<file path="src/rtl/cfg_port_dec.sv">
module cfg_port_dec #(
  parameter int          NDEV     = 12,
  parameter logic [15:0] ADDR_LO  = 16'h002E,
  parameter logic [15:0] ADDR_HI  = 16'h004E,
  parameter logic [7:0]  KEY_ON   = 8'h55,
  parameter logic [7:0]  KEY_OFF  = 8'hAA,
  parameter logic [7:0]  IDX_BLO  = 8'h26,
  parameter logic [7:0]  IDX_BHI  = 8'h27,
  parameter logic [7:0]  IDX_EN   = 8'h30
) (
  input  logic            clk,
  input  logic            rst_n,
  input  logic            strap,
  input  logic [15:0]     io_addr,
  input  logic [7:0]      io_wdata,
  input  logic            io_wr,
  input  logic            io_rd,
  output logic [7:0]      io_rdata,
  output logic            io_hit,
  output logic [NDEV-1:0] dev_en
);
  localparam int NEN = (NDEV + 7) / 8;

  logic            cfg_mode;
  logic [15:0]     base;
  logic [7:0]      lo_pend;
  logic [7:0]      idx;
  logic [NDEV-1:0] en_q;
  logic [8*NEN-1:0] en_pad;
  logic [7:0]      reg_rd;

  wire at_idx  = io_addr == base;
  wire at_dat  = io_addr == base + 16'd1;
  wire key_on  = !cfg_mode && io_wr && at_idx && io_wdata == KEY_ON;
  wire cfg_acc = cfg_mode && (io_wr || io_rd) && (at_idx || at_dat);
  wire idx_wr  = cfg_mode && io_wr && at_idx;
  wire key_off = idx_wr && io_wdata == KEY_OFF;
  wire dat_wr  = cfg_mode && io_wr && at_dat;

  assign io_hit   = key_on || cfg_acc;
  assign io_rdata = (io_rd && io_hit) ? (at_idx ? idx : reg_rd) : 8'h00;
  assign dev_en   = en_q;

  always_comb begin
    en_pad = '0;
    en_pad[NDEV-1:0] = en_q;
  end

  always_comb begin
    reg_rd = 8'hFF;
    if (idx == IDX_BLO) reg_rd = lo_pend;
    if (idx == IDX_BHI) reg_rd = base[15:8];
    for (int k = 0; k < NEN; k++)
      if (idx == 8'(int'(IDX_EN) + k)) reg_rd = en_pad[8*k +: 8];
  end

  always_ff @(posedge clk) begin
    if (!rst_n) begin
      cfg_mode <= 1'b0;
      idx      <= 8'h00;
      en_q     <= '0;
      base     <= strap ? ADDR_HI : ADDR_LO;
      lo_pend  <= strap ? ADDR_HI[7:0] : ADDR_LO[7:0];
    end else begin
      if (key_on) cfg_mode <= 1'b1;
      if (key_off) cfg_mode <= 1'b0;
      else if (idx_wr) idx <= io_wdata;
      if (dat_wr) begin
        if (idx == IDX_BLO) lo_pend <= io_wdata;
        if (idx == IDX_BHI) base <= {io_wdata, lo_pend};
        for (int i = 0; i < NDEV; i++)
          if (idx == 8'(int'(IDX_EN) + i / 8)) en_q[i] <= io_wdata[i % 8];
      end
    end
  end
endmodule


</file>
<file path="config.mk">
export PLATFORM = sky130hd
export DESIGN_NAME = cfg_port_dec
export DESIGN_NICKNAME = d
export VERILOG_FILES = /design/src/rtl/cfg_port_dec.sv
export SDC_FILE = /design/constraint.sdc
export NUM_CORES = 1
export LEC_CHECK = 0
export CORE_MARGIN = 2
export CORE_UTILIZATION = 53
export DETAILED_ROUTE_END_ITERATION = 10
export HOLD_SLACK_MARGIN = 0.02
export PLACE_DENSITY = 0.8
export SLEW_MARGIN = 20
export SYNTH_ARGS = -nofsm -noshare
export SYNTH_HDL_FRONTEND = slang
export SYNTH_SLANG_ARGS = --single-unit
</file>
<file path="constraint.sdc">
create_clock -name clk -period 5 [get_ports clk]
set_input_delay 1 -clock clk [delete_from_list [all_inputs] [get_ports clk]]
set_output_delay 1 -clock clk [all_outputs]
set_load 0.005 [all_outputs]
</file>
-- Word level (Yosys, flattened, before mapping)
Index checks and enable logic that the tools add are counted.
- input port bits: 29
- output and inout bits: 21
- register bits after elaboration: 45
- logic and storage cells: 54
- equality and inequality tests: 11
- mux-type cells: 14
- reductions and logical operators: 20
- bitwise logic cells: 2
- add/sub/neg operators: 1
- operators by type and width (kind ; number):
    $mux 8 ; 9
    $mux 16 ; 3
    $eq 16x16->1 ; 2
    $eq 8x6->1 const B ; 4
    $add 16x1->16 const B ; 1
    $mux 7 ; 2
    $logic_and 1x1->1 ; 10
    $reduce_and 2->1 ; 5
    $eq 8x7->1 const B ; 1
    $eq 8x8->1 const B ; 1
    $ne 2x1->1 const B ; 3
    $logic_or 1x1->1 ; 3
    $not 1->1 ; 2
    $reduce_or 2->1 ; 1
    $logic_not 1->1 ; 1

-- Depth between registers and ports, before layout
Gate-level depths: netlist of run 1.
- depth in word-level cells: 7
- gate-level depth with buffers: 8
- mapped depth without buffers: 7

-- Worst setup path before layout of run 1
Ideal clock, no wire load.
- path kind: input -> register
- start point: input io_addr[15]
- end point: register base[0], enable pin
- path buffers: 0
- cell stages on the path: 6
- path slack: 0.561 ns
- arrival time: 4.004 ns
- required time: 4.565 ns
- library setup time: 0.435 ns
- path through: xor2_1 -> xnor2_1 -> or4b_4 -> a21oi_2 -> nand3_1 -> o41ai_1
- longest elaborated chain between the ends: 4
- RTL lines (element ; line ; text):
    start, declared ; 14 ; input logic [15:0] io_addr,
    $eq 16x16->1 ; 33 ; wire at_dat = io_addr == base + 16'd1;
    $logic_and 1x1->1 ; 38 ; wire dat_wr = cfg_mode && io_wr && at_dat;
    $ne 2x1->1 (no line) ; -- ;
    $reduce_and 2->1 (no line) ; -- ;
    end signal, assigned ; 62 ; base <= strap ? ADDR_HI : ADDR_LO;
    end signal, assigned ; 70 ; if (idx == IDX_BHI) base <= {io_wdata, lo_pend};
    end, declared ; 25 ; logic [15:0] base;
Every way passes these cells.
A chain may end at the register's enable or synchronous reset.

-- Worst setup path after layout of run 1
- start point: input io_addr[15]
- end point: output io_rdata[5]
- longest elaborated chain between the ends: 6
- elaborated cells on any way between the ends: 10
- classes of those cells: eq/ne (2); mux (2); reduce/logical (6)
- RTL lines (element ; line ; text):
    $eq 16x16->1 (on tied branches) ; 32, 33 ;
    $logic_and 1x1->1 or $logic_or 1x1->1 (tied branches) ; 34, 35 ;
    $logic_and 1x1->1 (on tied branches) ; 34, 35 ;
    $logic_or 1x1->1 ; 40 ; assign io_hit = key_on || cfg_acc;
    $logic_and 1x1->1 ; 41 ; assign io_rdata = (io_rd && io_hit) ? (at_idx ? idx : reg_rd) : 8'h00;
    $mux 8 * ; 41 ;
    end, declared ; 18 ; output logic [7:0] io_rdata,
Mark *: on every way between the ends. The rest lies on a longest branch, timed or not.

==> results_dict.tcl, run 1 <==
set metrics [dict create \
    status "complete, no violations" \
    routedWlPerCell_um 17.7 \
    port_buffers 49 \
    path_buf_inv 2 \
    period_needed_ns 4.70 \
    grt_overflow_total 0 \
    yosys-mux-area-fraction_pct 8.71 \
    endpoint_kind "output pin" \
    crit_fanout 8 \
    synth_xor_area_share_pct 6.78 \
    leakage_nw 1.38 \
    post-place-ws_ns 0.254 \
    finalSetupTns_ns 0 \
    drv_slew 0 \
    routed_wl_mm 7.28 \
    fp.dieH_um 77.3 \
    syn_nets 320 \
    worstPathRequired_ns 4.00 \
    ir_drop_mv 0.175 \
    via_count 2459 \
    synth.yosys.warnings 0 \
    gr-max-usage-layer "met2" \
    crit_family "buffers and inverters" \
    synth_compound_area_share_pct 15.2 \
    clk_latency_ns 0.30 \
    hold_path_class "register to register" \
    cts_tree "done" \
    root_buffer "clkbuf_8" \
    arrival_ns 3.70 \
    critPathKind "primary input to output pin" \
    setup_ws_ns 0.302 \
    multi_input_area_um2 1600 \
    synth.cell_area_um2 2840 \
    ant_nets 0 \
    synth_fa_ha_area_share_pct 0.440 \
    synthSimpleGateAreaFrac_pct 24.8 \
    synth-edff-count 24 \
    cp_cell_sequence "clkdlybuf4s50_1 -> xor2_1 -> xnor2_1 -> or4b_4 -> a21oi_2 -> a41oi_2 -> a311oi_1 -> clkdlybuf4s50_1" \
    placed_area_um2 3390 \
    grt_max_degree 26 \
    cp-start-kind "primary input" \
    regArea_um2 1140 \
    tightest_slew_ns 0.848 \
    dr.pass1.iters 5 \
    gp_congestion 0.984 \
    antennaDiodeCount 0 \
    fin_nets 369 \
    met3_usage_pct 5.29 \
    drive_gt1_share_pct 9.41 \
    cts.clk_slew.worst_paths_ns 0.08 \
    dieArea_um2 5970 \
    core-area_um2 5140 \
    fin_area_um2 3480 \
    areaGrowthSynthToFinish_pct 22.3 \
    start_util_pct 55.3 \
    fin_crit_sh_pct 94.0 \
    syn_area_per_cell_um2 9.81 \
    viasPerCell 6.00 \
    setup_viol 0 \
    use_met1_pct 32.8 \
    worstRegToRegCells 9 \
    ys_seq_area_share_pct 40.1 \
    htree_levels 2 \
    antenna_found_initial 0 \
    maxCapViolations 0 \
    grt_pass1_wl_mm 11.7 \
    hold_viol 0 \
    ys_ff_latch 45 \
    holdPathStages 2 \
    cts_hold_buffers 0 \
    first_global_vias 2330 \
    relSlewSlack_pct 43.3 \
    async_reset_ff_share_pct 0 \
    ys.flop_type "edfxtp_1" \
    powerDensity_nw_per_um2 219 \
    path_depth 8 \
    slowest_stage "or4b_4" \
    die_w_um 77.3 \
    hpwlAfterDp_mm 5.42 \
    rows 26 \
    crit_top_cell "clkdlybuf4s50_1" \
    cts_num_sinks 45 \
    synth_cell_types 60 \
    ioPinCount 50 \
    final.setup_skew_ns 0.00464 \
    fill_cells 443 \
    fmax_mhz 213 \
    synth_top_family_by_area "simple AND/OR/NAND/NOR gates" \
    grtUsageMet2_pct 40.4 \
    drc_errors 0 \
    critPathMaxStageDelay_ns 0.54 \
    clockBufferDepth 2 \
    dr.first_iter.drc_count 132 \
    numCtsBuffers 5 \
    rsz0062_at_grt "no" \
    synthCells 290 \
    grt_usage_pct 25.1 \
]
## cell families (layout without fill, tap and decap cells)
family	after synthesis	after routing
AO/OA/AOI/OAI	58	58
XOR/XNOR	22	22
adder cells (fa/ha/maj)	1	1
buffers and inverters	22	72
flip-flops	45	45
multiplexers	24	24
AND/OR/NAND/NOR	118	118
## per-stage QoR
stage                     instances  hold slack [ns]  total power [mW]  util [%]
after floorplan                 290            0.465             0.496         -
after global placement          402            0.462             0.544      66.0
after detailed placement        402            0.474             0.546      66.0
after CTS                       410            0.489             0.759      67.6
after global routing            410            0.504             0.789      67.7
final                           410            0.488             0.761      67.7
## worst min-delay path, cell delays in order (launching register included)
cell	delay, ns
dfxtp_1	0.33
nand2_1	0.06
mux2i_1	0.06
## synth_stat cells, types with 3 or more instances
library cell | number | area share (%)
and2_1 | 7 | 1.5
nor2_1 | 17 | 2.2
a211oi_1 | 4 | 1.1
mux2_2 | 6 | 2.4
a22oi_1 | 3 | 0.79
o21ai_0 | 10 | 1.8
nand3_1 | 6 | 1.1
o22ai_1 | 9 | 2.0
a21oi_1 | 4 | 0.70
inv_1 | 10 | 1.3
a21o_1 | 4 | 1.1
xor2_1 | 8 | 2.5
nand4_1 | 7 | 1.5
xnor2_1 | 14 | 4.3
mux2i_1 | 18 | 6.3
dfxtp_1 | 21 | 15
nor2b_1 | 8 | 1.8
a311oi_1 | 7 | 2.2
nand2_1 | 31 | 4.1
edfxtp_1 | 24 | 25
nand2b_1 | 11 | 2.4
nand3b_1 | 4 | 1.1
clkbuf_1 | 7 | 0.92
## where the power goes
group | internal [mW] | total (mW) | leakage (nW) | switching, mW
combinational | 0.0563 | 0.114 | 0.938 | 0.0574
sequential | 0.407 | 0.426 | 0.403 | 0.0196
clock | 0.0990 | 0.221 | 0.0385 | 0.122
## layout by cell type, fill, tap and decap left out, drive strengths merged, types with 2 or more instances in the layout
| cell | netlist | routed |
|---|---|---|
| clkdlybuf4s50 | 0 | 49 |
| nand2 | 31 | 31 |
| edfxtp | 24 | 24 |
| dfxtp | 21 | 21 |
| mux2i | 18 | 18 |
| nor2 | 17 | 17 |
| xnor2 | 14 | 14 |
| nand2b | 11 | 11 |
| inv | 10 | 10 |
| o21ai | 10 | 10 |
| nand4 | 10 | 10 |
| o22ai | 9 | 9 |
| xor2 | 8 | 8 |
| nor2b | 8 | 8 |
| and2 | 7 | 7 |
| a311oi | 7 | 7 |
| clkbuf | 7 | 7 |
| nand3 | 6 | 6 |
| mux2 | 6 | 6 |
| buf | 3 | 5 |
| a21oi | 5 | 5 |
| a211oi | 5 | 5 |
| nand3b | 4 | 4 |
| a21o | 4 | 4 |
| a22oi | 4 | 4 |
| and3 | 3 | 3 |
| and4 | 3 | 3 |
| nor4b | 3 | 3 |
| a21boi | 2 | 2 |
| nor3b | 2 | 2 |
| nand4b | 2 | 2 |
| nor4 | 2 | 2 |
| nor4bb | 2 | 2 |
| nand4bb | 2 | 2 |
| nor3 | 2 | 2 |
## cell type report
type	count	share of cell area, %
clock inverter	1	0.216
inverter	10	1.08
sequential	45	32.8
timing repair buffer	54	15.2
multi-input combinational	223	46.0
clock buffer	7	2.19
tap	70	2.52
## registers in the layout, indices dropped and copies added, names as in the netlist
signal,count
base,16
cfg_mode,1
dev_en,12
idx,8
lo_pend,8
## path summary, 6_finish.rpt
kind / startpoint / end / slack [ns]
setup reg to reg: base[1]$_SDFFCE_PN1P_ / base[0]$_SDFFCE_PN0P_ / 2.07
hold reg to reg: dev_en[11]$_SDFFE_PN0P_ / dev_en[11]$_SDFFE_PN0P_ / 0.49
hold / removal: dev_en[11]$_SDFFE_PN0P_ / dev_en[11]$_SDFFE_PN0P_ / 0.49
setup / recovery: io_addr[15] / io_rdata[5] / 0.30
## per-layer routing
layer / wire, um / share of wire [%]
met1: 3110 / 43
met2: 3470 / 48
met3: 513 / 7.1
met4: 188 / 2.6
met5: 0 / 0
## what timing repair did
item	in CTS	in global routing
setup endpoints to repair	0	5
setup buffers	0	0
gates resized for setup	0	1
Power figures use the tool's default switching activity.
==> run 2: changes to the inputs <==
Settings changed: CAP_MARGIN set to 20, CELL_PAD_IN_SITES_DETAIL_PLACEMENT set to 1, CELL_PAD_IN_SITES_GLOBAL_PLACEMENT set to 1, CORE_UTILIZATION 53 to 37, PLACE_DENSITY 0.8 to not set, PLACE_DENSITY_LB_ADDON set to 0.1.
Clock period 5 ns to 4.1 ns, I/O delays scaled along.
==> run 2 against run 1 <==
Against the previous run: power up 34%; critical path type unchanged; highest routed layer unchanged; register-to-register slack worse by 1.1 ns; critical path depth up 1; sequential power up 22%.
==> results_dict.tcl, run 2 (synthesis gave the netlist of run 1 again) <==
set metrics [dict create \
    hpwlAfterDp_mm 6.83 \
    critPathKind "primary input to output pin" \
    areaGrowthSynthToFinish_pct 34.4 \
    grt_max_degree 29 \
    cts.clk_slew.worst_paths_ns 0.08 \
    ant_nets 0 \
    ioPinCount 50 \
    htree_levels 2 \
    arrival_ns 3.15 \
    regArea_um2 1140 \
    fin_nets 395 \
    relSlewSlack_pct 32.5 \
    pwr-share-comb_pct 17.1 \
    drc_errors 0 \
    root_buffer "clkbuf_8" \
    viasPerCell 5.48 \
    rsz0062_at_grt "no" \
    rows 31 \
    startpoint "io_addr[7]" \
    fin_area_um2 3820 \
    numCtsBuffers 5 \
    placed_area_um2 3580 \
    slowest_stage "clkdlybuf4s50_1" \
    dr.first_iter.drc_count 110 \
    ir_drop_mv 0.160 \
    antennaDiodeCount 0 \
    fin_crit_sh_pct 96.9 \
    die_w_um 91.7 \
    dr.pass1.iters 4 \
    multi_input_area_um2 1690 \
    antenna_found_initial 0 \
    crit_fanout 4 \
    grt_pass1_wl_mm 14.4 \
    final_core_util_pct 52.1 \
    hold_viol 0 \
    final.setup_skew_ns 0.00324 \
    regToRegStartpoint "base[0]$_SDFFCE_PN0P_" \
    grt_overflow_total 0 \
    powerDensity_nw_per_um2 267 \
    first_global_vias 2664 \
    finalSetupTns_ns 0 \
    largest_register "base" \
    dp.cells 451 \
    via_count 2549 \
    critPathMaxStageDelay_ns 0.47 \
    routedWlPerCell_um 19.2 \
    clk_latency_ns 0.30 \
    swShare_pct 25.3 \
    setup_viol 0 \
    layout_common_cells "clkdlybuf4s50_1 (39), nand2_1 (31), buf_4 (31), edfxtp_1 (24), dfxtp_1 (21)" \
    instances_no_fill 465 \
    cts_num_sinks 45 \
    tightest_slew_ns 1.01 \
    final_common_cell "clkdlybuf4s50_1" \
    status "complete, no violations" \
    cts_hold_buffers 0 \
    core-area_um2 7330 \
    start_util_pct 38.8 \
    cp_cell_sequence "clkdlybuf4s50_1 -> or3b_1 -> a211oi_1 -> o21ai_0 -> a22oi_2 -> a41oi_4 -> buf_4 -> a311oi_1 -> dlygate4sd2_1" \
    endpoint_kind "output pin" \
    cts_tree "done" \
    cp-start-kind "primary input" \
    min_from "dev_en[3]$_SDFFE_PN0P_" \
    drive_gt1_share_pct 18.9 \
    fill_cells 821 \
    fmax_mhz 252 \
    routed_wl_mm 8.93 \
    clkPwrFrac_pct 31.7 \
    fp.dieH_um 91.7 \
    internal_power_uw 761 \
    worstPathRequired_ns 3.28 \
    drv_slew 0 \
    clockBufferDepth 2 \
    p_sw_uw 258 \
    period_needed_ns 3.97 \
    path_buf_inv 3 \
    port_buffers 49 \
    hold_path_class "register to register" \
    leakage_nw 1.60 \
    largest_register_ffs 16 \
    maxCapViolations 0 \
    holdWs_ns 0.480 \
    grt_usage_pct 22.1 \
    pwr-share-seq_pct 51.2 \
    dieArea_um2 8400 \
    crit_family "compound AO/OA/AOI/OAI gates" \
    gp_congestion 0.879 \
]
==> run 2: layer usage <==
metal	up-vias	GRT usage, %	share of wire [%]
met5	-	0	0
met4	0	3.66	0.57
met3	5	2.79	3.8
met2	48	39.5	51
met1	1269	28.8	45
li1	1227	-	-
==> run 2: worst register-to-register path, delay by kind of cell, from the launching register on <==
family / cells / cell delay (ns)
flip-flops: 1 / 0.50
AND/OR/NAND/NOR: 3 / 0.46
buffers and inverters: 3 / 0.59
AO/OA/AOI/OAI: 3 / 0.96
adder cells (fa/ha/maj): 1 / 0.33
==> run 2: per-stage QoR <==
stage / worst slack [ns] / power [mW]
after CTS: 0.0441 / 1.03
after detailed placement: -0.236 / 0.692
final: 0.127 / 1.02
after global placement: -0.147 / 0.688
after floorplan: 0.585 / 0.605
after global routing: 0.0240 / 1.06
==> run 2: layout make-up <==
class / instances / share of cell area [%]
inverter: 10 / 0.982
multi-input combinational: 223 / 44.3
sequential: 45 / 29.9
tap: 99 / 3.24
clock buffer: 8 / 2.91
timing repair buffer: 80 / 18.7
==> run 2: power by group through the flow <==
stage	sequential, mW	clock, mW	combinational, mW
2_1_floorplan	0.519	0	0.0860
3_3_place_gp	0.530	0	0.158
3_5_place_dp	0.531	0	0.161
4_1_cts	0.521	0.333	0.171
5_1_grt	0.525	0.349	0.190
6_report	0.521	0.323	0.174
==> run 2: what timing repair did <==
| action | CTS | global route |
|---|---|---|
| setup endpoints to repair | 8 | 3 |
| gates resized for setup | 18 | 5 |
| pin swaps | 6 | 6 |
| setup buffers | 3 | 3 |
==> run 2: path summary, 6_finish.rpt <==
kind	endpoint	slack [ns]	cells past startpoint
worst max-delay path	io_rdata[1]	0.13	9
worst min-delay path	dev_en[3]$_SDFFE_PN0P_	0.48	2
worst max register to register	base[8]$_SDFFCE_PN0P_	0.95	10
worst min register to register	dev_en[3]$_SDFFE_PN0P_	0.48	2
